==> src/rtl/tmr_pkg.sv <==
package tmr_pkg;
  localparam int ADDR_W = 8;
  localparam int DATA_W = 32;
  localparam int CNT_W  = 16;
  localparam int SEL_W  = 4;
  localparam int NFLAG  = 2;

  localparam logic [ADDR_W-1:0] OFS_CFG  = 8'h00;
  localparam logic [ADDR_W-1:0] OFS_CMD  = 8'h04;
  localparam logic [ADDR_W-1:0] OFS_IEN  = 8'h0C;
  localparam logic [ADDR_W-1:0] OFS_FLG  = 8'h10;
  localparam logic [ADDR_W-1:0] OFS_FSET = 8'h14;
  localparam logic [ADDR_W-1:0] OFS_FCLR = 8'h18;
  localparam logic [ADDR_W-1:0] OFS_LIM  = 8'h1C;
  localparam logic [ADDR_W-1:0] OFS_CNT  = 8'h24;

  localparam int SEL_LSB   = 24;
  localparam int SHOT_BIT  = 4;
  localparam int DIR_LSB   = 0;
  localparam int START_BIT = 0;
  localparam int STOP_BIT  = 1;
  localparam int FLAG_OVF  = 0;
  localparam int FLAG_UNF  = 1;

  typedef enum logic [1:0] {
    DIR_UP   = 2'd0,
    DIR_DOWN = 2'd1
  } dir_e;
endpackage

==> src/rtl/tmr_prescale.sv <==
module tmr_prescale #(
  parameter int SEL_W   = 4,
  parameter int PRE_MAX = 10,
  localparam int DIV_W  = (PRE_MAX < 1) ? 1 : PRE_MAX
) (
  input  logic             clk,
  input  logic             rst_n,
  input  logic             run,
  input  logic             restart,
  input  logic [SEL_W-1:0] sel,
  output logic             tick
);
  logic [SEL_W-1:0] sel_eff;
  logic [DIV_W-1:0] lim;
  logic [DIV_W-1:0] div_q, div_d;
  logic             div_en;

  assign sel_eff = (sel > SEL_W'(PRE_MAX)) ? SEL_W'(PRE_MAX) : sel;

  for (genvar g = 0; g < DIV_W; g++) begin : g_mask
    assign lim[g] = (32'(g) < 32'(sel_eff));
  end

  assign tick   = run & ~restart & (div_q == lim);
  assign div_en = restart | run;

  always_comb begin
    if (restart)           div_d = '0;
    else if (div_q == lim) div_d = '0;
    else                   div_d = div_q + 1'b1;
  end

  always_ff @(posedge clk or negedge rst_n) begin
    if (!rst_n)      div_q <= '0;
    else if (div_en) div_q <= div_d;
  end


  tick_spacing_chk: assert property (@(posedge clk) disable iff (!rst_n)
    (tick && sel_eff != '0) |=> (!tick || sel_eff == '0));
endmodule

==> src/rtl/tmr_count.sv <==
module tmr_count #(
  parameter int CNT_W = 16
) (
  input  logic             clk,
  input  logic             rst_n,
  input  logic             tick,
  input  logic             down,
  input  logic             oneshot,
  input  logic [CNT_W-1:0] top,
  input  logic             ld_en,
  input  logic [CNT_W-1:0] ld_val,
  input  logic             start,
  input  logic             stop,
  output logic [CNT_W-1:0] cnt,
  output logic             running,
  output logic             ev_uf,
  output logic             ev_of
);
  logic [CNT_W-1:0] cnt_q, cnt_d;
  logic             run_q, run_d;
  logic             at_zero, at_top, step;

  assign at_zero = (cnt_q == '0);
  assign at_top  = (cnt_q == top);
  assign step    = tick & ~ld_en;
  assign ev_uf   = step & down & at_zero;
  assign ev_of   = step & ~down & at_top;

  always_comb begin
    cnt_d = cnt_q;
    if (ld_en)         cnt_d = ld_val;
    else if (tick) begin
      if (down)        cnt_d = at_zero ? top : cnt_q - 1'b1;
      else             cnt_d = at_top ? '0 : cnt_q + 1'b1;
    end
  end

  always_comb begin
    run_d = run_q;
    if (stop)                      run_d = 1'b0;
    else if (start)                run_d = 1'b1;
    else if (ev_uf && oneshot)     run_d = 1'b0;
  end

  always_ff @(posedge clk or negedge rst_n) begin
    if (!rst_n) begin
      cnt_q <= '0;
      run_q <= 1'b0;
    end else begin
      cnt_q <= cnt_d;
      run_q <= run_d;
    end
  end

  assign cnt     = cnt_q;
  assign running = run_q;


  idle_hold_chk: assert property (@(posedge clk) disable iff (!rst_n)
    (!running && !ld_en) |=> $stable(cnt));

  load_chk: assert property (@(posedge clk) disable iff (!rst_n)
    ld_en |=> (cnt == $past(ld_val)));

  down_step_chk: assert property (@(posedge clk) disable iff (!rst_n)
    (tick && down && cnt != '0 && !ld_en) |=> (cnt == CNT_W'($past(cnt) - 1'b1)));

  reload_chk: assert property (@(posedge clk) disable iff (!rst_n)
    (tick && down && cnt == '0 && !ld_en) |=> (cnt == $past(top)));

  wrap_chk: assert property (@(posedge clk) disable iff (!rst_n)
    (tick && !down && cnt == top && !ld_en) |=> (cnt == '0));

  oneshot_halt_chk: assert property (@(posedge clk) disable iff (!rst_n)
    (ev_uf && oneshot && !start) |=> !running);
endmodule

==> src/rtl/tmr_flags.sv <==
module tmr_flags #(
  parameter int NFLAG = 2
) (
  input  logic             clk,
  input  logic             rst_n,
  input  logic [NFLAG-1:0] hw_set,
  input  logic             set_we,
  input  logic             clr_we,
  input  logic             ien_we,
  input  logic [NFLAG-1:0] wbits,
  output logic [NFLAG-1:0] flags,
  output logic [NFLAG-1:0] ien,
  output logic             irq
);
  logic [NFLAG-1:0] flg_q, flg_d, ien_q;
  logic [NFLAG-1:0] sw_set, sw_clr;

  assign sw_set = set_we ? wbits : '0;
  assign sw_clr = clr_we ? wbits : '0;

  always_comb begin
    flg_d = (flg_q & ~sw_clr) | sw_set | hw_set;
  end

  always_ff @(posedge clk or negedge rst_n) begin
    if (!rst_n) flg_q <= '0;
    else        flg_q <= flg_d;
  end

  always_ff @(posedge clk or negedge rst_n) begin
    if (!rst_n)      ien_q <= '0;
    else if (ien_we) ien_q <= wbits;
  end

  assign flags = flg_q;
  assign ien   = ien_q;
  assign irq   = |(flg_q & ien_q);

  for (genvar k = 0; k < NFLAG; k++) begin : g_chk

    flag_clear_chk: assert property (@(posedge clk) disable iff (!rst_n)
      (clr_we && wbits[k] && !hw_set[k]) |=> !flags[k]);

    flag_event_chk: assert property (@(posedge clk) disable iff (!rst_n)
      hw_set[k] |=> flags[k]);
  end
endmodule

==> src/rtl/tmr16_periph.sv <==
module tmr16_periph
  import tmr_pkg::*;
#(
  parameter int PRE_MAX = 10
) (
  input  logic              clk,
  input  logic              rst_n,
  input  logic [ADDR_W-1:0] bus_addr,
  input  logic              bus_we,
  input  logic [DATA_W-1:0] bus_wdata,
  output logic [DATA_W-1:0] bus_rdata,
  output logic              irq
);
  logic [SEL_W-1:0] sel_q;
  logic             shot_q;
  logic [1:0]       dir_q;
  logic [CNT_W-1:0] lim_q;

  logic wr_cfg, wr_cmd, wr_ien, wr_fset, wr_fclr, wr_lim, wr_cnt;
  logic cmd_start, cmd_stop, restart, down;
  logic tick, running, ev_uf, ev_of;
  logic [CNT_W-1:0] cnt;
  logic [NFLAG-1:0] flags, ien, hw_set;

  assign wr_cfg  = bus_we && (bus_addr == OFS_CFG);
  assign wr_cmd  = bus_we && (bus_addr == OFS_CMD);
  assign wr_ien  = bus_we && (bus_addr == OFS_IEN);
  assign wr_fset = bus_we && (bus_addr == OFS_FSET);
  assign wr_fclr = bus_we && (bus_addr == OFS_FCLR);
  assign wr_lim  = bus_we && (bus_addr == OFS_LIM);
  assign wr_cnt  = bus_we && (bus_addr == OFS_CNT);

  assign cmd_stop  = wr_cmd & bus_wdata[STOP_BIT];
  assign cmd_start = wr_cmd & bus_wdata[START_BIT] & ~cmd_stop;
  assign restart   = cmd_start;
  assign down      = (dir_q == DIR_DOWN);

  always_ff @(posedge clk or negedge rst_n) begin
    if (!rst_n) begin
      sel_q  <= '0;
      shot_q <= 1'b0;
      dir_q  <= DIR_UP;
    end else if (wr_cfg) begin
      sel_q  <= bus_wdata[SEL_LSB +: SEL_W];
      shot_q <= bus_wdata[SHOT_BIT];
      dir_q  <= bus_wdata[DIR_LSB +: 2];
    end
  end

  always_ff @(posedge clk or negedge rst_n) begin
    if (!rst_n)      lim_q <= '0;
    else if (wr_lim) lim_q <= bus_wdata[CNT_W-1:0];
  end

  tmr_prescale #(.SEL_W(SEL_W), .PRE_MAX(PRE_MAX)) u_pre (
    .clk(clk), .rst_n(rst_n), .run(running), .restart(restart),
    .sel(sel_q), .tick(tick)
  );

  tmr_count #(.CNT_W(CNT_W)) u_cnt (
    .clk(clk), .rst_n(rst_n), .tick(tick), .down(down), .oneshot(shot_q),
    .top(lim_q), .ld_en(wr_cnt), .ld_val(bus_wdata[CNT_W-1:0]),
    .start(cmd_start), .stop(cmd_stop), .cnt(cnt), .running(running),
    .ev_uf(ev_uf), .ev_of(ev_of)
  );

  always_comb begin
    hw_set           = '0;
    hw_set[FLAG_OVF] = ev_of;
    hw_set[FLAG_UNF] = ev_uf;
  end

  tmr_flags #(.NFLAG(NFLAG)) u_flg (
    .clk(clk), .rst_n(rst_n), .hw_set(hw_set), .set_we(wr_fset),
    .clr_we(wr_fclr), .ien_we(wr_ien), .wbits(bus_wdata[NFLAG-1:0]),
    .flags(flags), .ien(ien), .irq(irq)
  );

  always_comb begin
    bus_rdata = '0;
    unique case (bus_addr)
      OFS_CFG: begin
        bus_rdata[SEL_LSB +: SEL_W] = sel_q;
        bus_rdata[SHOT_BIT]         = shot_q;
        bus_rdata[DIR_LSB +: 2]     = dir_q;
      end
      OFS_IEN: bus_rdata[NFLAG-1:0] = ien;
      OFS_FLG: bus_rdata[NFLAG-1:0] = flags;
      OFS_LIM: bus_rdata[CNT_W-1:0] = lim_q;
      OFS_CNT: bus_rdata[CNT_W-1:0] = cnt;
      default: bus_rdata = '0;
    endcase
  end


  stop_wins_chk: assert property (@(posedge clk) disable iff (!rst_n)
    (wr_cmd && bus_wdata[STOP_BIT]) |=> !running);

  irq_flag_chk: assert property (@(posedge clk) disable iff (!rst_n)
    (ien == '0) |-> !irq);
endmodule

==> config.mk <==
export PLATFORM = sky130hd
export DESIGN_NAME = tmr16_periph
export DESIGN_NICKNAME = d
export VERILOG_FILES = /design/src/rtl/tmr_pkg.sv /design/src/rtl/tmr_prescale.sv /design/src/rtl/tmr_count.sv /design/src/rtl/tmr_flags.sv /design/src/rtl/tmr16_periph.sv
export SDC_FILE = /design/constraint.sdc
export NUM_CORES = 1
export LEC_CHECK = 0
export ABC_AREA = 1
export ABC_CLOCK_PERIOD_IN_PS = 1900
export BUFFER_PORTS_ARGS = -buffer_cell sky130_fd_sc_hd__buf_4
export CAP_MARGIN = 10
export CORE_ASPECT_RATIO = 1.5
export CORE_MARGIN = 2
export CORE_UTILIZATION = 40
export CTS_CLUSTER_DIAMETER = 200
export DETAILED_ROUTE_END_ITERATION = 6
export HOLD_SLACK_MARGIN = 0.08
export SLEW_MARGIN = 20
export SYNTH_ARGS = -nofsm -noshare
export SYNTH_HDL_FRONTEND = slang
export SYNTH_SLANG_ARGS = --single-unit
==> constraint.sdc <==
create_clock -name clk -period 1.9 [get_ports clk]
set_input_delay 0.19 -clock clk [delete_from_list [all_inputs] [get_ports clk]]
set_output_delay 0.19 -clock clk [all_outputs]
set_load 0.005 [all_outputs]
==> results.py <==
metrics = {
    "min_path": {
        "hp-class": "in2reg",
    },
    "synthesis": {
        "yosys.area.top_type_share_pct": 31.7,
        "synth_top_cell_by_area": "dfrtp_1",
        "ys_ff_latch": 54,
        "ys_warn_count": 0,
        "synth_area_leaders": "dfrtp_1 (32%), nand2_1 (11%), nand3_1 (6.7%)",
        "syn_area_per_cell_sq_um": 7.09,
        "syn_inst": 601,
        "ys_types": 40,
        "synth_ff_type": "dfrtp_1",
        "synth_commonest_cells": "nand2_1 (125), inv_1 (59), nand3_1 (57), nor2_1 (57), dfrtp_1 (54)",
        "seq_area_frac_synth_pct": 31.7,
        "yosysMostFrequentCell": "nand2_1",
        "synth_edf_count": 0,
        "syn_area_sq_um": 4260,
        "synthArstFlopShare_pct": 100,
    },
    "floorplanning": {
        "die_w_um": 88.3,
        "num_io_pins": 76,
        "die_area_sq_um": 11500,
        "start_util_pct": 40.7,
        "row_count": 46,
        "die_h_um": 130,
        "coreArea_sq_um": 10500,
    },
    "sta": {
        "grt_setup_unrepaired": "yes",
        "slew_viol_final": 0,
        "setup_ws_ns": -0.0283,
        "max_freq_mhz": 519,
        "hold_viol": 0,
        "post-route-period-util_pct": 101,
        "fin_skew_ns": 0.00522,
        "setup_viol": 3,
        "final.setup.tns_ns": -0.0541,
        "slew_headroom_pct": 51.9,
        "finalCriticalPeriod_ns": 1.93,
        "tightest_slew_ns": 0.721,
    },
    "grt": {
        "grt-ovfl-total": 0,
        "grt_max_degree": 55,
        "grt_pass1_vias": 4469,
        "grt_usage_pct": 24.9,
        "grt_pass1_wl_mm": 22.2,
        "grt_antenna_before_repair": 0,
    },
    "outcome": {
        "violations": "negative setup slack",
        "status": "finished, violations left",
    },
    "finish": {
        "final_cells": 859,
        "drive_gt1_share_pct": 29.1,
        "syn_to_final_growth_pct": 33.4,
        "nFillCells": 1023,
        "diodes": 0,
        "nets": 761,
    },
    "detailed_routing": {
        "final_antenna_net_count": 0,
        "drtIter0Drc": 176,
        "wl_per_cell_um": 16.3,
        "vias": 4486,
        "wl_mm": 14.0,
        "viasPerCell": 5.22,
        "drc": 0,
        "dr.pass1.iters": 5,
    },
    "clock_tree": {
        "cts_buffers": 5,
        "cts_max_level": 2,
        "cts_tree": "built",
        "cts.clk_slew.worst_paths_ns": 0.07,
        "cts_max_path_buffers": 2,
        "cts_root_buf": "clkbuf_16",
        "cts.sinks": 54,
        "clk_latency_ns": 0.30,
    },
    "setup_path": {
        "crit_path_end_kind": "flop",
        "critPathKind": "reg2reg",
        "crit_arrival_ns": 2.14,
        "cp_max_fo": 8,
        "cp-start-kind": "flop",
        "critical_path_required_ns": 2.11,
    },
    "place": {
        "gp_congestion": 0.963,
        "portBuffers": 51,
        "dpl.hpwl_mm": 11.0,
        "placedCellCount": 842,
    },
    "pwr": {
        "p_leak_nw": 2.68,
        "peakVddDrop_uv": 343,
        "power.density_nw_per_um2": 582,
    },
    "flow_run": {
        "cap_violations": 0,
    },
}
-- sequential cells by signal, summed over array words and instances (netlist names) --
| register | cells |
|---|---|
| dir_q | 2 |
| lim_q | 16 |
| sel_q | 4 |
| shot_q | 1 |
| u_cnt.cnt | 16 |
| u_cnt.running | 1 |
| u_flg.flags | 2 |
| u_flg.ien | 2 |
| u_pre.div_q | 10 |
-- worst max-delay path: stages, from the launching register on --
cell and delay, ns:
dfrtp_2 0.47, nor2_4 0.21, buf_6 0.13, inv_4 0.03
nand3_2 0.06, nand3_2 0.08, nor2_4 0.15, nand4_4 0.16
nor2_8 0.24, buf_12 0.16, nand2_2 0.05, o211ai_1 0.09
-- through the flow --
step                setup slack (ns)  total power [W]  utilization, %  area [sq um]  hold WS, ns
detailed placement           -0.0946          0.00232            49.9          5220        0.296
finish                       -0.0283          0.00331            54.3          5690        0.112
global placement             -0.0645          0.00229            49.9          5220        0.292
CTS                        -0.000256          0.00327            51.6          5400        0.113
floorplan                     0.0348          0.00200               -          4310       -0.106
global route                  -0.154          0.00351            54.3          5690        0.125
-- timing repair --
item | CTS | global route
hold buffers | 1 | 0
gates cloned | 0 | 1
setup endpoints to repair | 24 | 37
pin swaps | 1 | 19
resized for setup | 8 | 68
hold endpoints to repair | 54 | 0
buffers inserted | 0 | 7
-- worst paths after layout --
check | startpoint | endpoint | slack [ns] | cells past startpoint
min | bus_wdata[9] | u_cnt.cnt[9]$_DFFE_PN0P_ | 0.11 | 3
min reg2reg | dir_q[0]$_DFFE_PN0P_ | dir_q[0]$_DFFE_PN0P_ | 0.49 | 2
max reg2reg | sel_q[2]$_DFFE_PN0P_ | u_cnt.cnt[15]$_DFFE_PN0P_ | -0.03 | 11
max in group asynchronous | rst_n | u_cnt.cnt[9]$_DFFE_PN0P_ | 0.89 | 2
min in group asynchronous | rst_n | u_flg.ien[0]$_DFFE_PN0P_ | 0.49 | 2
max | sel_q[2]$_DFFE_PN0P_ | u_cnt.cnt[15]$_DFFE_PN0P_ | -0.03 | 11
-- layout make-up --
class                           count  area (sq um)  area share, %
Clock buffer                        6           129           2.27
Timing Repair Buffer              133          1070           18.9
Clock inverter                      2          13.8          0.242
Tap cell                          144           180           3.17
Sequential cell                    54          1360           23.9
Multi-Input combinational cell    458          2690           47.3
Inverter                           62           240           4.22
-- per-layer routing --
metal  up-vias  wire (um)  GRT usage [%]
met2       117       7930           48.0
met5         -          0              0
met4         0        493           9.80
met3        34        412           2.95
met1      2125       5180           27.1
li1       2210          -              -
-- placed cells by master (no fill, tap or decap), types with 4 or more instances in the layout --
cell | netlist | final
buf_4 | 12 | 120
inv_2 | 2 | 4
dfrtp_1 | 54 | 48
nand2_1 | 125 | 117
nand4_1 | 15 | 15
o21ai_0 | 47 | 36
nand2_2 | 2 | 7
nor2_1 | 57 | 48
dfrtp_2 | 0 | 6
mux2_2 | 8 | 8
clkbuf_16 | 0 | 5
conb_1 | 1 | 12
buf_6 | 2 | 7
nand3_1 | 57 | 49
o211ai_1 | 11 | 11
o21ai_1 | 0 | 9
a21oi_1 | 17 | 16
xnor2_1 | 19 | 18
nor2_4 | 3 | 5
nand3_2 | 1 | 7
inv_1 | 59 | 54
o22ai_1 | 15 | 15
buf_12 | 0 | 4
nor2_2 | 0 | 7
xor2_1 | 30 | 29
nor3_1 | 14 | 12
-- power by group --
part,total [W],internal [W],switching [W]
Clock,0.000927,0.000491,0.000436
Sequential,0.00144,0.00128,0.000157
Combinational,0.000947,0.000414,0.000532
-- logic make-up after synthesis --
family          synth area share, %
flops                          31.7
fa+ha+maj                      1.17
other cells                  0.0879
compound gates                 13.9
simple gates                   30.4
xor+xnor                       10.1
buf+inv                        10.6
mux                            2.11
No activity file was read; power rests on OpenSTA's default activity.
